<file path="config.mk">
export PLATFORM = sky130hd
export DESIGN_NAME = rxf_addr_gate
export DESIGN_NICKNAME = d
export VERILOG_FILES = /design/src/rtl/rxf_pkg.sv /design/src/rtl/rxf_slot_cmp.sv /design/src/rtl/rxf_ctrl_fsm.sv /design/src/rtl/rxf_out_stage.sv /design/src/rtl/rxf_addr_gate.sv
export SDC_FILE = /design/constraint.sdc
export NUM_CORES = 1
export LEC_CHECK = 0
export BUFFER_PORTS_ARGS = -buffer_cell sky130_fd_sc_hd__buf_2
export CORE_MARGIN = 4
export CORE_UTILIZATION = 44
export DETAILED_ROUTE_END_ITERATION = 6
export PLACE_DENSITY = 0.8
export REMOVE_ABC_BUFFERS = 1
export SYNTH_ARGS = -nofsm -noshare
export SYNTH_HDL_FRONTEND = slang
export SYNTH_SLANG_ARGS = --single-unit
</file>
<file path="constraint.sdc">
create_clock -name clk -period 4.6 [get_ports clk]
set_input_delay 0.23 -clock clk [delete_from_list [all_inputs] [get_ports clk]]
set_output_delay 0.23 -clock clk [all_outputs]
set_load 0.01 [all_outputs]
</file>
<file path="src/rtl/rxf_pkg.sv">
package rxf_pkg;

    localparam int FRAME_W   = 8;
    localparam int NUM_SLOTS = 2;

    typedef enum logic [1:0] {
        ST_PASS = 2'd0,
        ST_HUNT = 2'd1,
        ST_LOCK = 2'd2
    } gate_state_e;

endpackage

</file>
<file path="src/rtl/rxf_slot_cmp.sv">
module rxf_slot_cmp #(
    parameter int W = 8
) (
    input  logic         slot_en,
    input  logic [W-1:0] slot_addr,
    input  logic [W-1:0] frame_bits,
    output logic         hit
);

    // Unsigned equality on data bits only; a disabled slot never hits.
    always_comb begin
        hit = slot_en && (frame_bits == slot_addr);
    end

endmodule

</file>
<file path="src/rtl/rxf_ctrl_fsm.sv">
module rxf_ctrl_fsm
    import rxf_pkg::*;
(
    input  logic        clk,
    input  logic        rst_n,
    input  logic        frm_valid,
    input  logic        frm_mark,
    input  logic        filt_on,
    input  logic        any_hit,
    output gate_state_e state,
    output logic        accept
);

    gate_state_e state_nx;
    logic        is_addr;
    logic        is_data;

    always_comb begin
        is_addr = frm_valid && frm_mark;
        is_data = frm_valid && !frm_mark;
    end

    // State register
    always_ff @(posedge clk or negedge rst_n) begin
        if (!rst_n) begin
            state <= ST_HUNT;
        end else begin
            state <= state_nx;
        end
    end

    // Next state
    always_comb begin
        state_nx = state;
        if (!filt_on) begin
            state_nx = ST_PASS;
        end else begin
            unique case (state)
                ST_PASS: state_nx = (is_addr && any_hit) ? ST_LOCK : ST_HUNT;
                ST_HUNT: state_nx = (is_addr && any_hit) ? ST_LOCK : ST_HUNT;
                ST_LOCK: state_nx = (is_addr && !any_hit) ? ST_HUNT : ST_LOCK;
                default: state_nx = ST_HUNT;
            endcase
        end
    end

    // Delivery decision
    always_comb begin
        accept = 1'b0;
        if (!filt_on) begin
            accept = frm_valid;
        end else if (is_addr) begin
            accept = any_hit;
        end else if (is_data) begin
            unique case (state)
                ST_LOCK: accept = 1'b1;
                ST_HUNT: accept = 1'b0;
                ST_PASS: accept = 1'b0;
                default: accept = 1'b0;
            endcase
        end
    end

    AST_HIT_LOCKS: assert property (@(posedge clk) disable iff (!rst_n)
        (filt_on && is_addr && any_hit) |=> (state == ST_LOCK));
    AST_MISS_HUNTS: assert property (@(posedge clk) disable iff (!rst_n)
        (filt_on && is_addr && !any_hit) |=> (state == ST_HUNT));
    AST_OFF_PASSES: assert property (@(posedge clk) disable iff (!rst_n)
        (!filt_on) |=> (state == ST_PASS));

endmodule

</file>
<file path="src/rtl/rxf_out_stage.sv">
module rxf_out_stage #(
    parameter int W = 8
) (
    input  logic         clk,
    input  logic         rst_n,
    input  logic         accept,
    input  logic [W-1:0] frame_bits,
    input  logic         rd_ack,
    output logic         buf_wr,
    output logic [W-1:0] buf_data,
    output logic         data_ready
);

    always_ff @(posedge clk or negedge rst_n) begin
        if (!rst_n) begin
            buf_wr   <= 1'b0;
            buf_data <= '0;
        end else begin
            buf_wr <= accept;
            if (accept) begin
                buf_data <= frame_bits;
            end
        end
    end

    // Set has priority over acknowledge.
    always_ff @(posedge clk or negedge rst_n) begin
        if (!rst_n) begin
            data_ready <= 1'b0;
        end else if (accept) begin
            data_ready <= 1'b1;
        end else if (rd_ack) begin
            data_ready <= 1'b0;
        end
    end

    AST_RDY_ON_WR: assert property (@(posedge clk) disable iff (!rst_n)
        buf_wr |-> data_ready);
    AST_RDY_HOLDS: assert property (@(posedge clk) disable iff (!rst_n)
        (data_ready && !rd_ack) |=> data_ready);

endmodule

</file>
<file path="src/rtl/rxf_addr_gate.sv">
module rxf_addr_gate
    import rxf_pkg::*;
#(
    parameter int W = FRAME_W
) (
    input  logic         clk,
    input  logic         rst_n,
    input  logic         frm_valid,
    input  logic [W-1:0] frm_data,
    input  logic         frm_mark,
    input  logic         slot_a_en,
    input  logic         slot_b_en,
    input  logic [W-1:0] slot_a_addr,
    input  logic [W-1:0] slot_b_addr,
    input  logic         card_mode,
    input  logic         rd_ack,
    output logic         buf_wr,
    output logic [W-1:0] buf_data,
    output logic         data_ready
);

    localparam int NS = NUM_SLOTS;

    logic [NS-1:0] slot_en;
    logic [W-1:0]  slot_addr [NS];
    logic [NS-1:0] slot_hit;
    logic          any_hit;
    logic          filt_on;
    logic          accept;
    gate_state_e   state;

    always_comb begin
        slot_en      = {slot_b_en, slot_a_en};
        slot_addr[0] = slot_a_addr;
        slot_addr[1] = slot_b_addr;
        any_hit      = |slot_hit;
        filt_on      = (|slot_en) && !card_mode;
    end

    for (genvar g = 0; g < NS; g++) begin : g_slot
        rxf_slot_cmp #(.W(W)) u_cmp (
            .slot_en    (slot_en[g]),
            .slot_addr  (slot_addr[g]),
            .frame_bits (frm_data),
            .hit        (slot_hit[g])
        );
    end

    rxf_ctrl_fsm u_fsm (
        .clk       (clk),
        .rst_n     (rst_n),
        .frm_valid (frm_valid),
        .frm_mark  (frm_mark),
        .filt_on   (filt_on),
        .any_hit   (any_hit),
        .state     (state),
        .accept    (accept)
    );

    rxf_out_stage #(.W(W)) u_out (
        .clk        (clk),
        .rst_n      (rst_n),
        .accept     (accept),
        .frame_bits (frm_data),
        .rd_ack     (rd_ack),
        .buf_wr     (buf_wr),
        .buf_data   (buf_data),
        .data_ready (data_ready)
    );

    AST_PASS_ALL: assert property (@(posedge clk) disable iff (!rst_n)
        (frm_valid && (card_mode || (!slot_a_en && !slot_b_en)))
        |=> (buf_wr && buf_data == $past(frm_data)));
    AST_ADDR_MISS_DROP: assert property (@(posedge clk) disable iff (!rst_n)
        (frm_valid && frm_mark && !card_mode && (slot_a_en || slot_b_en)
         && !(slot_a_en && frm_data == slot_a_addr)
         && !(slot_b_en && frm_data == slot_b_addr)) |=> !buf_wr);
    AST_HUNT_DATA_DROP: assert property (@(posedge clk) disable iff (!rst_n)
        (frm_valid && !frm_mark && filt_on && state != ST_LOCK) |=> !buf_wr);
    AST_WR_FOLLOWS_FRAME: assert property (@(posedge clk) disable iff (!rst_n)
        buf_wr |-> $past(frm_valid));

endmodule

</file>
### After elaboration in Yosys (flattened, before gate mapping)

Cells that the tools add are included.

* eq/ne operators: 4
* mux-type cells: 10
* reduce and logical (&&, ||, !) cells: 15

Operators with widths (count)
* 8-bit == test: 2
* 1-bit logical AND: 7
* 1-bit two-way mux: 6
* 2-bit two-way mux: 3
* 2-bit OR reduction: 3
* 2-bit case mux with 2 select lines: 1
* 1-bit logical NOT: 3
* 2-bit by 1-bit == test with 1-bit output, second input constant: 1
* 2-bit == test, second input constant: 1
* 2-bit logical NOT: 1
* 2-bit nonzero test: 1

* register bits after elaboration: 12
* input bits: 32
* output and inout bits: 10

### Longest topological paths before layout

Gate-level depths: netlist of run 1.

* depth in word-level cells: 8
* gate-level depth with buffers: 5

### Cells and area by module

From an unflattened synthesis of run 1, not the netlist that was laid out.

* cells, all modules: 58
* area, all modules: 713.2 µm²

Modules (own cells, without submodules)
* rxf_out_stage: times used 1, cells an instance 21, area each 394.1 µm²
* rxf_slot_cmp: times used 2, cells an instance 12, area each 95.1 µm²
* rxf_ctrl_fsm: times used 1, cells an instance 11, area each 112.6 µm²
* rxf_addr_gate: times used 1, cells an instance 2, area each 16.3 µm²

### Worst setup path after synthesis of run 1

No wires, ideal clock.

* kind: register -> register
* from: register u_fsm.state[0]
* to: register u_out.buf_data[0]
* setup time: 125 ps
* arrival: 1637 ps
* slack: 2838 ps
* cell stages (with the launch flop): 6
* period minus slack after synthesis: 1762 ps
* path through: dfstp_2 nand2b_1 nor2_1 o21a_1 a311oi_4 mux2_2

* longest elaborated chain between the ends: 5

RTL lines
* start, declared: line rxf_ctrl_fsm.sv:10 `output gate_state_e state,`
* start signal, assigned: line rxf_ctrl_fsm.sv:28 `state <= state_nx;`
* 2-bit == test: line rxf_ctrl_fsm.sv:55 `unique case (state)`
* 1-bit two-way mux: line rxf_ctrl_fsm.sv:55
* 1-bit two-way mux: line rxf_ctrl_fsm.sv:54 `end else if (is_data) begin`
* 1-bit two-way mux: line rxf_ctrl_fsm.sv:52 `end else if (is_addr) begin`
* 1-bit two-way mux: line rxf_ctrl_fsm.sv:50 `if (!filt_on) begin`
* end signal, assigned: line rxf_out_stage.sv:21 `buf_data <= frame_bits;`
* end, declared: line rxf_out_stage.sv:10 `output logic [W-1:0] buf_data,`

Every way passes these cells.
A chain may end at the register's enable or synchronous reset.

### Worst setup path in the final report of run 1

* from: register u_fsm.state[0]
* to: register u_out.buf_data[6]

The elaborated chain is that of the path after synthesis.

==> summary.txt, run 1 <==
Run status
  • Status: finished, final reports clean

Critical path
  • Slowest-stage cell, CP: a311oi_4
  • Cell depth of the worst setup path: 5
  • Crit start category: register
  • CP delay by family, top: compound AO/OA/AOI/OAI gates
  • Slowest stage delay, CP: around 0.57 ns
  • Worst Path Max Fanout: 10
  • CP Buf/Inv Count: 0
  • Worst path cell trace: nand2b_1 > nor2_1 > o21a_1 > a311oi_4 > mux2_2
  • Reg2Reg Depth: 5
  • Worst Path Arrival: ~2.1 ns
  • Critical path type: reg2reg
  • CP Data Required Time: 4.76 ns
  • Crit. End Element: register

Synth
  • Synth unique cells: 21
  • FFs w/ async S/R, synth: 100.0%
  • Gate Count Post-Synth: 57
  • Avg Inst Size Synth: 11.85 sq um
  • Mapped cell area: between 600 and 700 sq um
  • Register area share after synthesis: 44.63%
  • Top-area cell type share of the netlist area: about two fifths
  • Ys flop type: dfrtp_1
  • Leading area contributor after synthesis: dfrtp_1
  • Synth warn: 0
  • Largest cells by area after synthesis: dfrtp_1 (41%), xnor2_1 (18%), mux2_2 (13%)
  • Top-count cell post-synth: xnor2_1
  • Synth cell count leaders: xnor2_1 (14), dfrtp_1 (11), mux2_2 (8)
  • Synthesized flop and latch total: 12
  • Post-synth EDFFs: 0

STA
  • Fmax: 517.8 MHz
  • Setup TNS: 0 ns
  • Layout Skew: roughly 0.0025 ns
  • Period Utilization, post-route: a little over two fifths
  • Worst Tran Pin Value: between 0.5 and 0.6 ns
  • Final WS setup: around 2.7 ns
  • Max Slew Vio Count: 0
  • Final setup viols: 0
  • Worst relative slew slack: 59.87%
  • Final worst path period need: 1.931 ns
  • Hold Fails Final Rpt: 0
  • Hold slack: roughly 0.15 ns
  • Unrepaired setup endpoints after global routing: no

Layout
  • Layout area overhead: 40.00%
  • Antenna Cells: 0
  • Final Util: between 60 and 70%
  • Post-layout net count: 136
  • Share of cells above drive strength 1: between 50% and 60%

Global route
  • Gr ovfl total: 0
  • Initial antenna violation count: 0
  • Vias in the first global route: around 620
  • GRT Total Usage: around 17%
  • Global-route wire length before repair: 2594 um
  • Largest net degree at the start of global routing: 13

Routing
  • DR vias/cell: a little over 5
  • Routed Antenna Nets: 0
  • WL/cell: approximately 13 um
  • Vias: about 600
  • Final wirelength: 1569 um
  • 1st-iter DRT viols: 3
  • Post-route DRC violation count: 0
  • Drt first pass iters: 3

Placement
  • Dpl hpwl: roughly 1300 um
  • GP Congestion: about 0.75
  • Port Buffers: between 40 and 50
  • Pre-CTS setup slack: ~2.7 ns

Job
  • Max_cap viols: 0

CTS
  • Clock latency on the worst-skew pair: around 0.27 ns
  • CTS Root Cell: clkbuf_4
  • Clock slew at reported path FFs: approximately 0.08 ns
  • Max Buffers Root-to-Sink: 2
  • # resized after CTS: 0
  • CTS buffer count: 3
  • Clock sink count: 12
  • H-tree Lvls: 1
  • CTS tree: built

Floorplan
  • # IOs: 42
  • Die height: ~47 um
  • Starting Density: about half
  • Core ar.: approximately 1400 sq um
  • Overall die area: 2226 sq um
  • Die outline width: 47.19 um
  • Num rows: 13

Hold path
  • Hold Crit Depth: 2
  • Type of the tightest min-delay check: in2reg

Power
  • Peak supply drop: 0.0001813 V
  • P per Cell Area: between 300 and 400 nW/um^2
  • Lkg Pwr: 0.4479 nW
-- flip-flops by register name, summed over array words and instances, names as in the netlist --
signal	count
u_out.buf_data	8
u_out.data_ready	1
u_out.buf_wr	1
u_fsm.state	2
-- cell families after synthesis --
logic type      count (synthesis)  synth area share (%)
compound gates                  6                 8.334
xor+xnor                       16                 20.74
buf+inv                         2                 1.112
flops                          12                 44.63
mux                             8                 13.33
simple gates                   13                 11.85
-- final timing paths --
| check | slack, ns | end | startpoint |
|---|---|---|---|
| min in group asynchronous | 0.37 | u_out.data_ready$_DFFE_PN0P_ | rst_n |
| hold reg to reg | 0.51 | u_out.buf_data[7]$_DFFE_PN0P_ | u_out.buf_data[7]$_DFFE_PN0P_ |
| max in group asynchronous | 3.95 | u_fsm.state[0]$_DFF_PN1_ | rst_n |
| hold / removal | 0.15 | u_out.data_ready$_DFFE_PN0P_ | rd_ack |
| setup reg to reg | 2.67 | u_out.buf_data[6]$_DFFE_PN0P_ | u_fsm.state[0]$_DFF_PN1_ |
| setup / recovery | 2.67 | u_out.buf_data[6]$_DFFE_PN0P_ | u_fsm.state[0]$_DFF_PN1_ |
-- per-stage QoR --
step	area, sq um	total power, mW	cells
finish	945.9	0.2845	118
global route	945.9	0.3027	118
CTS	945.9	0.2884	118
detailed placement	899.6	0.2034	113
global placement	899.6	0.2011	113
floorplan	675.6	0.1654	57
-- timing repair --
item,4_1_cts,5_1_grt
setup buffers,0,0
hold buffers,1,0
hold endpoints to repair,11,0
-- power breakdown --
part | switching (mW) | internal (mW)
clock network | 0.0355 | 0.0480
registers | 0.00604 | 0.119
logic | 0.0351 | 0.0405
-- routing by layer --
| layer | vias to the layer above | track usage, % | share of wire (%) |
|---|---|---|---|
| met5 | - | 0 | 0 |
| met1 | 275 | 21.26 | 42 |
| met2 | 24 | 28.18 | 49 |
| met3 | 2 | 2.682 | 8.7 |
| met4 | 0 | 8.287 | 0.76 |
| li1 | 295 | - | - |
-- cell type report --
cell class | instances | area [sq um]
Timing Repair Buffer | 42 | 215.2
Clock buffer | 4 | 36.28
Fill cell | 123 | 420.4
Tap cell | 15 | 18.77
Inverter | 2 | 7.507
Sequential cell | 12 | 301.5
Multi-Input combinational cell | 43 | 366.6
-- worst reg2reg max path: cells and delay by family, from the launching register on --
kind               cells  cell delay (ns)
AOI/OAI and AO/OA      2             0.76
DFF                    1             0.52
muxes                  1             0.40
and+or+nand+nor        2             0.14
-- cells in the final DEF, fill, tap and decap left out, types with 2 or more instances in the layout --
cell type	instances
inv_1	2
o21ai_0	2
mux2_2	8
nand2_1	2
buf_2	41
nand4_1	2
nand3_1	2
clkbuf_4	3
xor2_1	2
dfrtp_1	11
xnor2_1	14
(Power assumes the default switching activity.)
==> inputs of run 2 (changes only) <==
ABC_AREA = 1   (was not set)
CORE_UTILIZATION = 45   (was 44)
PLACE_DENSITY = 0.76   (was 0.8)
clock period = 1.9 ns   (was 4.6 ns; I/O delays follow)
==> run 2 against run 1 <==
  * Non-clock buffer count stayed put
  * Clock power is 140% higher
  * Sequential power is 140% higher
  * Critical endpoint is now u_out.buf_data[1]$_DFFE_PN0P_
  * Wire length is 27% higher
  * Largest power group unchanged
==> summary.txt, run 2 <==
Routing
  • Drt first pass iters: 4 (+1)
  • Routed Antenna Nets: 0 (unchanged)
  • WL/cell: 9.794 um (-26%)
  • Final wirelength: 1998 um (+27%)
  • 1st-iter DRT viols: 9 (+6)
  • Post-route DRC violation count: 0 (unchanged)
  • Vias: 926 (+55%)
  • DR vias/cell: 4.539 (-10%)

Layout
  • Storage cell area: 301.5 sq um (unchanged)
  • Multi-input gate area: 452.9 sq um (+24%)
  • Antenna Cells: 0 (unchanged)
  • Biggest registers after layout: u_out.buf_data: 8 flops, u_fsm.state: 2 flops
  • Most common cell after layout, fill and taps aside: nand2_1
  • Post-layout net count: 212 (+56%)
  • Filler cells: 189 (+54%)
  • Most frequent cells in the layout: nand2_1 (47), buf_2 (41), inv_1 (24)
  • Biggest register: u_out.buf_data
  • Share of cells above drive strength 1: 30.73% (-25 points)
  • Max FFs per register: 8 (unchanged)
  • Post-route cell area: 1139 sq um (+20%)
  • Layout area overhead: 32.27%

Power
  • Lkg Pwr: 0.7191 nW (+61%)
  • Clock power frac: 28.4% (-1.0 points)
  • Internal power: 487.3 uW (+130%)
  • Sequential share of power: 43.2% (-0.9 points)
  • P per Cell Area: 610.3 nW/um^2 (+100%)
  • Gate power share: 28.4% (+1.8 points)
  • Total power: 694.9 uW (+140%)
  • Switch share: 29.88% (+2.9 points)
  • Peak supply drop: 0.0005968 V (+230%)
  • Net switching power: 207.7 uW (+170%)

CTS
  • CTS tree: built
  • CTS Root Cell: clkbuf_4
  • H-tree Lvls: 1 (unchanged)
  • Clock sink count: 12 (unchanged)
  • CTS buffer count: 3 (unchanged)
  • Clock slew at reported path FFs: 0.07 ns (about the same)
  • Clock latency on the worst-skew pair: 0.27 ns (about the same)
  • # resized after CTS: 0 (unchanged)
  • Max Buffers Root-to-Sink: 2 (unchanged)

Job
  • Max_cap viols: 0 (unchanged)

Synth
  • Gate Count Post-Synth: 134 (+140%)
  • Synth unique cells: 20 (-4.8%)
  • Register area share after synthesis: 35.03% (-9.6 points)
  • Synthesized flop and latch total: 12 (unchanged)
  • Largest cells by area after synthesis: dfrtp_1 (32%), nand2_1 (20%), nand3_1 (13%)
  • Synth warn: 0 (unchanged)
  • Mapped cell area: 860.8 sq um (+27%)
  • Avg Inst Size Synth: 6.424 sq um (-46%)
  • Leading area contributor after synthesis: dfrtp_1
  • Synth cell count leaders: nand2_1 (47), inv_1 (24), nand3_1 (22)
  • Top-area cell type share of the netlist area: 31.98% (-8.8 points)
  • Post-synth EDFFs: 0 (unchanged)
  • Ys flop type: dfrtp_1
  • Top-count cell post-synth: nand2_1
  • FFs w/ async S/R, synth: 100.0% (unchanged)

Floorplan
  • Starting Density: 48.79% (-0.66 points)
  • Overall die area: 2677 sq um (+20%)
  • Die outline width: 51.74 um (+9.6%)
  • Num rows: 15 (+2)
  • Core ar.: 1764 sq um (+29%)
  • # IOs: 42 (unchanged)
  • Die height: 51.74 um (+9.6%)

Critical path
  • CP Data Required Time: 2.06 ns (-2.70 ns)
  • Critical path type: reg2reg
  • Worst Path Arrival: 1.27 ns (-0.82 ns)
  • Slowest-stage cell, CP: dfstp_2
  • Slowest stage delay, CP: 0.52 ns (-0.05 ns)
  • Crit. End Element: register
  • Crit start category: register
  • CP most frequent cell: nand2_1
  • Worst path cell trace: nor2_1 > inv_1 > nand2_1 > nand2_1 > nand2_4 > nand3_1 > nand2_1
  • Worst Path Max Fanout: 8 (-2)

STA
  • Fmax: 901.9 MHz (+74%)
  • Max Slew Vio Count: 0 (unchanged)
  • Worst Tran Pin Value: 0.2533 ns (-0.3431 ns)
  • Hold Fails Final Rpt: 0 (unchanged)
  • Layout Skew: 0.0006693 ns (-0.001800 ns)
  • Worst relative slew slack: 83.12% (+23 points)
  • Setup TNS: 0 ns (unchanged)
  • Unrepaired setup endpoints after global routing: no
  • Hold slack: 0.02308 ns (-0.1279 ns)
  • Final setup viols: 0 (unchanged)
  • Period Utilization, post-route: 58.36% (+16 points)
  • Final worst path period need: 1.109 ns (-0.8225 ns)

Placement
  • Post-DP Area: 1092 sq um (+21%)
  • GP Congestion: 0.7449 (-0.89%)
  • Port Buffers: 41 (unchanged)
  • Dpl hpwl: 1775 um (+33%)

Run status
  • Status: finished, final reports clean

Global route
  • Vias in the first global route: 886 (+42%)
  • Global-route wire length before repair: 3470 um (+34%)
  • Initial antenna violation count: 0 (unchanged)
  • Gr ovfl total: 0 (unchanged)
  • GRT Total Usage: 17.37% (+0.41 points)
  • Largest net degree at the start of global routing: 13 (unchanged)

Hold path
  • Type of the tightest min-delay check: in2reg
run 2: cell count changes after synthesis, moves of 7 or more:
cell and change:
mux2_2 -8, nor2_1 +7, nand2_1 +45, nand3_1 +20, xnor2_1 -13, inv_1 +22
run 2: cell type report:
cell class                 count  share of cell area, %
sequential                    12                  26.48
timing repair buffer          42                  18.90
inverter                      27                  8.901
tap                           25                  2.747
multi-input combinational     94                  39.78
clock buffer                   4                  3.187
run 2: logic make-up after synthesis:
family / Yosys count / synth area share, %
xor+xnor: 2 / 2.035
buf+inv: 28 / 12.35
simple gates: 83 / 43.75
flops: 12 / 35.03
compound gates: 9 / 6.832
run 2: through the flow:
stage / instances / util [%] / worst slack [ns]
after floorplan: 133 / - / 0.8817
after global placement: 199 / 61.91 / 0.6713
after detailed placement: 199 / 61.91 / 0.6332
after CTS: 204 / 64.54 / 0.7841
after global routing: 204 / 64.54 / 0.6725
final: 204 / 64.54 / 0.7912
run 2: power by group through the flow:
stage | clock (mW) | sequential (mW) | combinational [mW]
after floorplan | 0 | 0.319 | 0.0906
after global placement | 0 | 0.305 | 0.195
after detailed placement | 0 | 0.306 | 0.199
after CTS | 0.201 | 0.301 | 0.201
after global routing | 0.219 | 0.304 | 0.226
final | 0.197 | 0.300 | 0.197
run 2: worst max-delay path, delay by kind of cell, from the launching register on:
family | cells | cell delay [ns]
DFF | 1 | 0.52
and+or+nand+nor | 6 | 0.43
buffers and inverters | 1 | 0.06
run 2: final timing paths:
| check | from | endpoint | slack, ns | cells past startpoint |
|---|---|---|---|---|
| max in group asynchronous | rst_n | u_fsm.state[0]$_DFF_PN1_ | 1.42 | 2 |
| min in group asynchronous | rst_n | u_out.buf_data[7]$_DFFE_PN0P_ | 0.22 | 2 |
| worst max-delay path | u_fsm.state[0]$_DFF_PN1_ | u_out.buf_data[1]$_DFFE_PN0P_ | 0.79 | 7 |
| worst min-delay path | rd_ack | u_out.data_ready$_DFFE_PN0P_ | 0.02 | 2 |
| worst max register to register | u_fsm.state[0]$_DFF_PN1_ | u_out.buf_data[1]$_DFFE_PN0P_ | 0.79 | 7 |
| worst min register to register | u_out.buf_data[0]$_DFFE_PN0P_ | u_out.buf_data[0]$_DFFE_PN0P_ | 0.49 | 2 |
run 2: timing repair:
item,4_1_cts,5_1_grt
buffers inserted,0,0
hold endpoints to repair,12,0
hold buffers,1,0
run 2: metal layers:
metal | vias up | track usage (%) | part of all wire [%]
met5 | - | 0 | 0
met4 | 0 | 3.930 | 0.85
met3 | 2 | 4.585 | 5.4
met2 | 27 | 33.05 | 54
met1 | 397 | 18.93 | 40
li1 | 500 | - | -
